===== config.mk =====
export PLATFORM = sky130hd
export DESIGN_NAME = lane_tap_tuner
export DESIGN_NICKNAME = d
export VERILOG_FILES = /design/src/rtl/tt_pkg.sv /design/src/rtl/tt_err_sticky.sv /design/src/rtl/tt_trial_judge.sv /design/src/rtl/tt_run_track.sv /design/src/rtl/lane_tap_tuner.sv
export SDC_FILE = /design/constraint.sdc
export NUM_CORES = 1
export LEC_CHECK = 0
export CELL_PAD_IN_SITES_DETAIL_PLACEMENT = 0
export CELL_PAD_IN_SITES_GLOBAL_PLACEMENT = 1
export CORE_ASPECT_RATIO = 1.2
export CORE_MARGIN = 4
export CORE_UTILIZATION = 36
export CTS_CLUSTER_DIAMETER = 60
export DETAILED_ROUTE_END_ITERATION = 8
export GPL_TIMING_DRIVEN = 0
export HOLD_SLACK_MARGIN = 0.06
export PLACE_DENSITY = 0.88
export SLEW_MARGIN = 20
export SYNTH_ARGS = -nofsm -noshare
export SYNTH_HDL_FRONTEND = slang
export SYNTH_SLANG_ARGS = --single-unit

===== constraint.sdc =====
create_clock -name clk -period 3.4 [get_ports clk]
set_input_delay 0.34 -clock clk [delete_from_list [all_inputs] [get_ports clk]]
set_output_delay 0.34 -clock clk [all_outputs]
set_load 0.05 [all_outputs]

===== src/rtl/tt_pkg.sv =====
package tt_pkg;
    typedef enum logic [2:0] {
        ST_IDLE,
        ST_ZERO,
        ST_LOAD,
        ST_RESET,
        ST_TRIAL,
        ST_RECORD,
        ST_FINISH
    } cal_state_e;

    typedef enum logic [1:0] {
        VD_NONE,
        VD_PASS,
        VD_FAIL
    } verdict_e;
endpackage


===== src/rtl/tt_err_sticky.sv =====
module tt_err_sticky #(
    parameter int ERR_W = 4
) (
    input  logic             clk,
    input  logic             rst_n,
    input  logic [ERR_W-1:0] err_in,
    input  logic             clr,
    output logic [ERR_W-1:0] err_q
);
    logic [ERR_W-1:0] err_d;

    always_comb begin
        err_d = clr ? err_in : (err_q | err_in);
    end

    always_ff @(posedge clk) begin
        if (!rst_n) err_q <= '0;
        else        err_q <= err_d;
    end

    AST_STICKY_HOLD: assert property (@(posedge clk) disable iff (!rst_n)
        !clr |=> ((err_q & $past(err_q)) == $past(err_q)));
endmodule


===== src/rtl/tt_trial_judge.sv =====
module tt_trial_judge
    import tt_pkg::*;
#(
    parameter int ERR_W = 4,
    parameter int FRM_W = 4,
    parameter int TMO_W = 16
) (
    input  logic             clk,
    input  logic             rst_n,
    input  logic             clr,
    input  logic             active,
    input  logic [ERR_W-1:0] rx_err,
    input  logic             frame_ok,
    input  logic [FRM_W-1:0] need,
    input  logic [TMO_W-1:0] tmo,
    output verdict_e         verdict
);
    typedef struct packed {
        verdict_e         vd;
        logic [FRM_W-1:0] fcnt;
        logic [TMO_W-1:0] timer;
    } jg_t;

    jg_t jg_d, jg_q;

    always_comb begin
        jg_d = jg_q;
        if (clr) begin
            jg_d.vd    = VD_NONE;
            jg_d.fcnt  = '0;
            jg_d.timer = '0;
        end else if (active && jg_q.vd == VD_NONE) begin
            if (|rx_err) begin
                jg_d.vd = VD_FAIL;
            end else if (frame_ok) begin
                jg_d.timer = '0;
                if ((FRM_W+1)'(jg_q.fcnt) + 1'b1 >= (FRM_W+1)'(need)) jg_d.vd = VD_PASS;
                else jg_d.fcnt = jg_q.fcnt + 1'b1;
            end else if ((TMO_W+1)'(jg_q.timer) + 1'b1 >= (TMO_W+1)'(tmo)) begin
                jg_d.vd = VD_FAIL;
            end else begin
                jg_d.timer = jg_q.timer + 1'b1;
            end
        end
    end

    always_ff @(posedge clk) begin
        if (!rst_n) jg_q <= '{vd: VD_NONE, fcnt: '0, timer: '0};
        else        jg_q <= jg_d;
    end

    assign verdict = jg_q.vd;

    AST_VERDICT_KEPT: assert property (@(posedge clk) disable iff (!rst_n)
        (jg_q.vd != VD_NONE && !clr) |=> $stable(jg_q.vd));
    AST_ERR_FAILS: assert property (@(posedge clk) disable iff (!rst_n)
        (active && !clr && jg_q.vd == VD_NONE && |rx_err) |=> (jg_q.vd == VD_FAIL));
endmodule


===== src/rtl/tt_run_track.sv =====
module tt_run_track #(
    parameter int TAP_W = 5,
    localparam int LEN_W = TAP_W + 1
) (
    input  logic             clk,
    input  logic             rst_n,
    input  logic             clr,
    input  logic             upd,
    input  logic             pass,
    input  logic [TAP_W-1:0] idx,
    output logic [LEN_W-1:0] best_len,
    output logic [TAP_W-1:0] mid
);
    typedef struct packed {
        logic [TAP_W-1:0] cur_start;
        logic [LEN_W-1:0] cur_len;
        logic [TAP_W-1:0] best_start;
        logic [LEN_W-1:0] best_len;
    } run_t;

    run_t rn_d, rn_q;
    logic [TAP_W-1:0] start_n;
    logic [LEN_W-1:0] len_n;
    logic [LEN_W-1:0] half;

    always_comb begin
        rn_d    = rn_q;
        start_n = (rn_q.cur_len == '0) ? idx : rn_q.cur_start;
        len_n   = rn_q.cur_len + 1'b1;
        if (clr) begin
            rn_d = '0;
        end else if (upd) begin
            if (pass) begin
                rn_d.cur_start = start_n;
                rn_d.cur_len   = len_n;
                if (len_n > rn_q.best_len) begin
                    rn_d.best_start = start_n;
                    rn_d.best_len   = len_n;
                end
            end else begin
                rn_d.cur_len = '0;
            end
        end
    end

    always_ff @(posedge clk) begin
        if (!rst_n) rn_q <= '0;
        else        rn_q <= rn_d;
    end

    assign half     = (rn_q.best_len - 1'b1) >> 1;
    assign best_len = rn_q.best_len;
    assign mid      = rn_q.best_start + TAP_W'(half);

    AST_BEST_MONO: assert property (@(posedge clk) disable iff (!rst_n)
        !clr |=> (rn_q.best_len >= $past(rn_q.best_len)));
endmodule


===== src/rtl/lane_tap_tuner.sv =====
module lane_tap_tuner
    import tt_pkg::*;
#(
    parameter int TAP_W      = 5,
    parameter int DATA_LANES = 4,
    parameter int ERR_W      = 4,
    parameter int FRM_W      = 4,
    parameter int TMO_W      = 16,
    parameter int RST_CYCLES = 4,
    parameter int EN_LSB     = 24,
    localparam int LANES     = DATA_LANES + 1
) (
    input  logic             clk,
    input  logic             rst_n,
    input  logic             cfg_wr,
    input  logic [31:0]      cfg_wdata,
    input  logic             err_clr,
    input  logic             cal_start,
    input  logic             cal_dir,
    input  logic [FRM_W-1:0] cal_frames,
    input  logic [TMO_W-1:0] cal_timeout,
    input  logic [ERR_W-1:0] rx_err,
    input  logic             frame_ok,
    output logic [LANES-1:0] tap_load,
    output logic [TAP_W-1:0] tap_val,
    output logic             rx_rst,
    output logic [ERR_W-1:0] err_sticky,
    output logic             busy,
    output logic             done,
    output logic             cal_fail
);
    localparam int LEN_W = TAP_W + 1;
    localparam int RC_W  = $clog2(RST_CYCLES + 1);
    localparam logic [LANES-1:0] ALL_MASK  = {LANES{1'b1}};
    localparam logic [LANES-1:0] DATA_MASK = LANES'({DATA_LANES{1'b1}});
    localparam logic [LANES-1:0] CLK_MASK  = LANES'(1) << DATA_LANES;
    localparam logic [TAP_W-1:0] LAST_TAP  = {TAP_W{1'b1}};

    typedef struct packed {
        cal_state_e       st;
        logic [TAP_W-1:0] tap;
        logic [RC_W-1:0]  rcnt;
        logic             dir;
        logic             busy;
        logic             done;
        logic             fail;
        logic [LANES-1:0] man_load;
        logic [TAP_W-1:0] man_val;
    } ctl_t;

    ctl_t ctl_d, ctl_q;
    verdict_e         verdict;
    logic [LEN_W-1:0] best_len;
    logic [TAP_W-1:0] mid;
    logic [LANES-1:0] sweep_mask;
    logic             unused_cfg;

    assign unused_cfg = ^{cfg_wdata[31:EN_LSB+LANES], cfg_wdata[EN_LSB-1:TAP_W]};

    always_comb begin
        ctl_d          = ctl_q;
        ctl_d.man_load = '0;
        case (ctl_q.st)
            ST_IDLE: begin
                if (cal_start) begin
                    ctl_d.st   = ST_ZERO;
                    ctl_d.dir  = cal_dir;
                    ctl_d.tap  = '0;
                    ctl_d.busy = 1'b1;
                    ctl_d.done = 1'b0;
                    ctl_d.fail = 1'b0;
                end else if (cfg_wr) begin
                    ctl_d.man_load = cfg_wdata[EN_LSB +: LANES];
                    ctl_d.man_val  = cfg_wdata[TAP_W-1:0];
                end
            end
            ST_ZERO: ctl_d.st = ST_LOAD;
            ST_LOAD: begin
                ctl_d.st   = ST_RESET;
                ctl_d.rcnt = '0;
            end
            ST_RESET: begin
                if (ctl_q.rcnt == RC_W'(RST_CYCLES - 1)) ctl_d.st = ST_TRIAL;
                else ctl_d.rcnt = ctl_q.rcnt + 1'b1;
            end
            ST_TRIAL: begin
                if (verdict != VD_NONE) ctl_d.st = ST_RECORD;
            end
            ST_RECORD: begin
                if (ctl_q.tap == LAST_TAP) begin
                    ctl_d.st = ST_FINISH;
                end else begin
                    ctl_d.tap = ctl_q.tap + 1'b1;
                    ctl_d.st  = ST_LOAD;
                end
            end
            ST_FINISH: begin
                ctl_d.st   = ST_IDLE;
                ctl_d.busy = 1'b0;
                ctl_d.done = 1'b1;
                ctl_d.fail = (best_len == '0);
            end
            default: ctl_d.st = ST_IDLE;
        endcase
    end

    always_ff @(posedge clk) begin
        if (!rst_n) begin
            ctl_q <= '{st: ST_IDLE, tap: '0, rcnt: '0, dir: 1'b0, busy: 1'b0,
                       done: 1'b0, fail: 1'b0, man_load: '0, man_val: '0};
        end else begin
            ctl_q <= ctl_d;
        end
    end

    assign sweep_mask = ctl_q.dir ? CLK_MASK : DATA_MASK;

    always_comb begin
        tap_load = ctl_q.man_load;
        tap_val  = ctl_q.man_val;
        case (ctl_q.st)
            ST_ZERO: begin
                tap_load = ALL_MASK;
                tap_val  = '0;
            end
            ST_LOAD: begin
                tap_load = sweep_mask;
                tap_val  = ctl_q.tap;
            end
            ST_FINISH: begin
                tap_load = (best_len == '0) ? ALL_MASK : sweep_mask;
                tap_val  = (best_len == '0) ? '0 : mid;
            end
            default: ;
        endcase
    end

    assign rx_rst   = (ctl_q.st == ST_RESET);
    assign busy     = ctl_q.busy;
    assign done     = ctl_q.done;
    assign cal_fail = ctl_q.fail;

    tt_err_sticky #(.ERR_W(ERR_W)) u_sticky (
        .clk    (clk),
        .rst_n  (rst_n),
        .err_in (rx_err),
        .clr    (err_clr),
        .err_q  (err_sticky)
    );

    tt_trial_judge #(.ERR_W(ERR_W), .FRM_W(FRM_W), .TMO_W(TMO_W)) u_judge (
        .clk      (clk),
        .rst_n    (rst_n),
        .clr      (ctl_q.st == ST_RESET),
        .active   (ctl_q.st == ST_TRIAL),
        .rx_err   (rx_err),
        .frame_ok (frame_ok),
        .need     (cal_frames),
        .tmo      (cal_timeout),
        .verdict  (verdict)
    );

    tt_run_track #(.TAP_W(TAP_W)) u_track (
        .clk      (clk),
        .rst_n    (rst_n),
        .clr      (ctl_q.st == ST_ZERO),
        .upd      (ctl_q.st == ST_RECORD),
        .pass     (verdict == VD_PASS),
        .idx      (ctl_q.tap),
        .best_len (best_len),
        .mid      (mid)
    );

    AST_RST_ONLY_BUSY: assert property (@(posedge clk) disable iff (!rst_n)
        rx_rst |-> ctl_q.busy);
    AST_IGNORE_WR_BUSY: assert property (@(posedge clk) disable iff (!rst_n)
        (ctl_q.busy && cfg_wr) |=> (ctl_q.man_load == '0));
    AST_DONE_NOT_BUSY: assert property (@(posedge clk) disable iff (!rst_n)
        ctl_q.done |-> !ctl_q.busy);
    AST_FAIL_WITH_DONE: assert property (@(posedge clk) disable iff (!rst_n)
        ctl_q.fail |-> ctl_q.done);
endmodule


==> results.py <==
metrics = {
    "synthesis": {
        "synthCells": 523,
        "async_reset_ff_share_pct": 0,
        "ys.flop_type": "dfxtp_1",
        "synth_seq_cells": 73,
        "syn_area_um2": 4450,
        "synth_cell_types": 57,
        "syn_area_per_cell_um2": 8.52,
        "synth_edf_count": 0,
        "yosysSeqAreaShare_pct": 32.8,
        "synth_nets": 627,
        "yosysWarnings": 0,
    },
    "clock_tree": {
        "clk_pin_slew_ps": 60,
        "h-tree-depth": 3,
        "cts_root_buf": "clkbuf_16",
        "cts_tree": "done",
        "worstSkewPairLatency_ps": 330,
        "max-clock-path-buffers": 2,
        "cts.sinks": 73,
        "cts_buffers": 9,
        "cts_hold_buffers": 0,
    },
    "grt": {
        "grt_pass1_vias": 3966,
        "grt_max_degree": 13,
        "grt-ovfl-total": 0,
        "grt_pass1_wl_mm": 17.9,
        "antenna_found_initial": 0,
        "grt_usage_pct": 15.8,
    },
    "die": {
        "die-area_um2": 14200,
        "rows": 44,
        "die_w_um": 110,
        "start_util_pct": 36.8,
        "core_area_um2": 12100,
        "ios": 81,
        "dieHeight_um": 130,
    },
    "timing": {
        "max_freq_ghz": 0.296,
        "period_share_pct": 99.4,
        "setup_violations": 0,
        "fin_crit_ps": 3380,
        "finalSetupTns_ps": 0,
        "rsz0062_at_grt": "yes",
        "finalMaxSlewViolations": 0,
        "worst_slew_pin_slew_ps": 638,
        "final_hold_viol_count": 0,
        "relSlewSlack_pct": 57.4,
        "skew_ps": 6.99,
        "whs_ps": 486,
    },
    "setup_path": {
        "rr_startpoint": "u_judge.jg_q[1]",
        "start_kind": "flip-flop",
        "critPathCapture": "u_judge.jg_q[2]",
        "worstSetupPathType": "reg2reg",
        "cp.arrival_ps": 3630,
        "ff2ff_path_depth": 14,
        "crit_required_ps": 3650,
        "end_kind": "flip-flop",
        "crit_fanout": 5,
        "worstReg2RegEnd": "u_judge.jg_q[2]",
        "crit_start": "u_judge.jg_q[1]",
        "r2r_slack_ps": 20,
    },
    "detailed_routing": {
        "drc_errors": 0,
        "finalWirelength_mm": 11.2,
        "wl_per_cell_um": 14.5,
        "ant_nets": 0,
        "vias_per_cell": 5.21,
        "dr.pass1.iters": 4,
        "route.vias.total": 4051,
        "first_iter_violations": 146,
    },
    "final_layout": {
        "drive_gt1_share_pct": 12.3,
        "postLayoutCellArea_um2": 5790,
        "diodes": 0,
        "final_nets": 715,
        "synthToLayoutAreaGrowth_pct": 29.9,
    },
    "placement": {
        "dp_hpwl_mm": 8.42,
        "dpl_cell_area_um2": 5240,
        "gp_congestion": 0.846,
        "port_buffers": 58,
    },
    "pwr": {
        "powerDensity_nw_per_um2": 351,
        "leakagePower_nw": 2.44,
        "peakVddDrop_mv": 0.234,
        "power_w": 0.00203,
    },
    "flow_run": {
        "drv_cap": 0,
    },
    "worst_hold_path": {
        "hp-class": "reg2reg",
    },
    "status": {
        "status": "completed",
    },
}
-- Yosys cell counts (all sizes together), types with 2 or more instances --
| master | n | area, um^2 |
|---|---|---|
| clkbuf | 14 | 52.6 |
| xnor2 | 19 | 166 |
| a21boi | 5 | 37.5 |
| a211o | 2 | 17.5 |
| a211oi | 10 | 80.1 |
| xor2 | 13 | 114 |
| dfxtp | 73 | 1460 |
| mux2i | 25 | 250 |
| nand2 | 33 | 126 |
| o211ai | 5 | 37.5 |
| nor2 | 60 | 225 |
| and2 | 7 | 43.8 |
| o221ai | 2 | 17.5 |
| buf | 5 | 33.8 |
| nor2b | 19 | 119 |
| o21ai | 18 | 90.1 |
| a22o | 5 | 43.8 |
| a22oi | 8 | 60.1 |
| nand4 | 10 | 62.6 |
| nor3b | 2 | 20.0 |
| nand2b | 7 | 43.8 |
| or3 | 6 | 37.5 |
| nand3 | 18 | 90.1 |
| a222oi | 3 | 30.0 |
| nor4 | 3 | 48.8 |
| a31oi | 2 | 12.5 |
| a21oi | 23 | 126 |
| o21a | 5 | 37.5 |
| or4 | 2 | 15.0 |
| o31ai | 2 | 20.0 |
| nor3 | 6 | 35.0 |
| ha | 40 | 500 |
| inv | 41 | 154 |
| a21o | 9 | 67.6 |
| and3 | 11 | 68.8 |
-- layout make-up --
type                       instances  area [um^2]
clock inverter                     6         33.8
buffer                            19         90.1
clock buffer                      10          239
fill                            1157         6320
multi-input combinational        390         2860
inverter                          41          154
sequential                        73         1480
tap                              161          201
timing repair buffer              77          726
-- per-layer routing --
metal  up-vias  share of wire [%]  track usage [%]
met4         0                3.9             8.66
li1       2016                  -                -
met2       106                 50             27.5
met1      1901                 42             17.8
met5         -                  0                0
met3        28                4.4             3.27
-- per-stage QoR --
step           util (%)  setup WS, ps  instances
6_report           47.8          20.4        777
2_1_floorplan         -          13.7        523
3_5_place_dp       43.2          -623        742
3_3_place_gp       43.2          -600        742
5_1_grt            47.8          -129        777
4_1_cts            46.1         0.583        760
-- power by group --
group | leakage (nW) | switching, W | total [W] | internal [W]
Combinational | 1.70 | 0.000175 | 0.000294 | 0.000119
Sequential | 0.596 | 0.00000624 | 0.000872 | 0.000866
Clock | 0.142 | 0.000359 | 0.000867 | 0.000508
-- placed cells by master, fill, tap and decap left out, drive strengths merged, types with 13 or more instances in the layout --
master and count:
dfxtp 73, nor2 60, clkdlybuf4s50 54, inv 41
ha 40, nand2 33, mux2i 25, clkbuf 25
buf 24, a21oi 23, nor2b 19, xnor2 19
nand3 18, o21ai 18, xor2 13
-- repair_timing --
| action | 4_1_cts | 5_1_grt |
|---|---|---|
| gates resized for setup | 17 | 28 |
| pin swaps | 4 | 15 |
| endpoints found under the hold margin | 0 | 0 |
| setup endpoints to repair | 26 | 23 |
| setup buffers | 2 | 17 |
-- registers in the layout (all words and copies together), names as in the netlist --
| register | cells |
|---|---|
| u_judge.verdict | 2 |
| u_track.rn_q | 16 |
| done | 1 |
| u_track.best_len | 6 |
| cal_fail | 1 |
| u_sticky.err_q | 4 |
| busy | 1 |
| u_judge.jg_q | 20 |
| ctl_q | 22 |
-- how the worst min path moves through the flow --
| stage | start | to | slack (ps) | depth (start not counted) |
|---|---|---|---|---|
| 2_1_floorplan | ctl_q[13] | ctl_q[13] | 450 | 2 |
| 3_3_place_gp | u_track.rn_q[21] | u_track.rn_q[21] | 470 | 2 |
| 3_5_place_dp | u_track.rn_q[18] | u_track.rn_q[18] | 480 | 2 |
| 4_1_cts | ctl_q[13] | ctl_q[13] | 500 | 2 |
| 5_1_grt | u_judge.jg_q[7] | u_judge.jg_q[7] | 530 | 2 |
| 6_report | ctl_q[13] | ctl_q[13] | 490 | 2 |
-- critical path, cell delays in order, from the launching register on --
cell and delay [ps]:
dfxtp_4 370, ha_4 150, nand4_1 150, nor2_2 220, nand2_2 110, or3_4 370, nand2_4 80, ha_4 200
a21oi_2 120, nor2b_1 60, a311o_1 370, a211oi_4 280, nand2_2 130, or4b_1 550, a21oi_1 130
-- kinds of logic (layout without fill, tap and decap cells) --
kind of cell	after synthesis	after routing	share of synthesized area (%)
buf+inv	60	153	5.39
xor+xnor	32	32	6.29
compound gates	106	106	16.7
simple gates	186	186	21.5
fa+ha+maj	41	41	11.7
mux	25	25	5.62
flops	73	73	32.8
(Power assumes the default switching activity.)
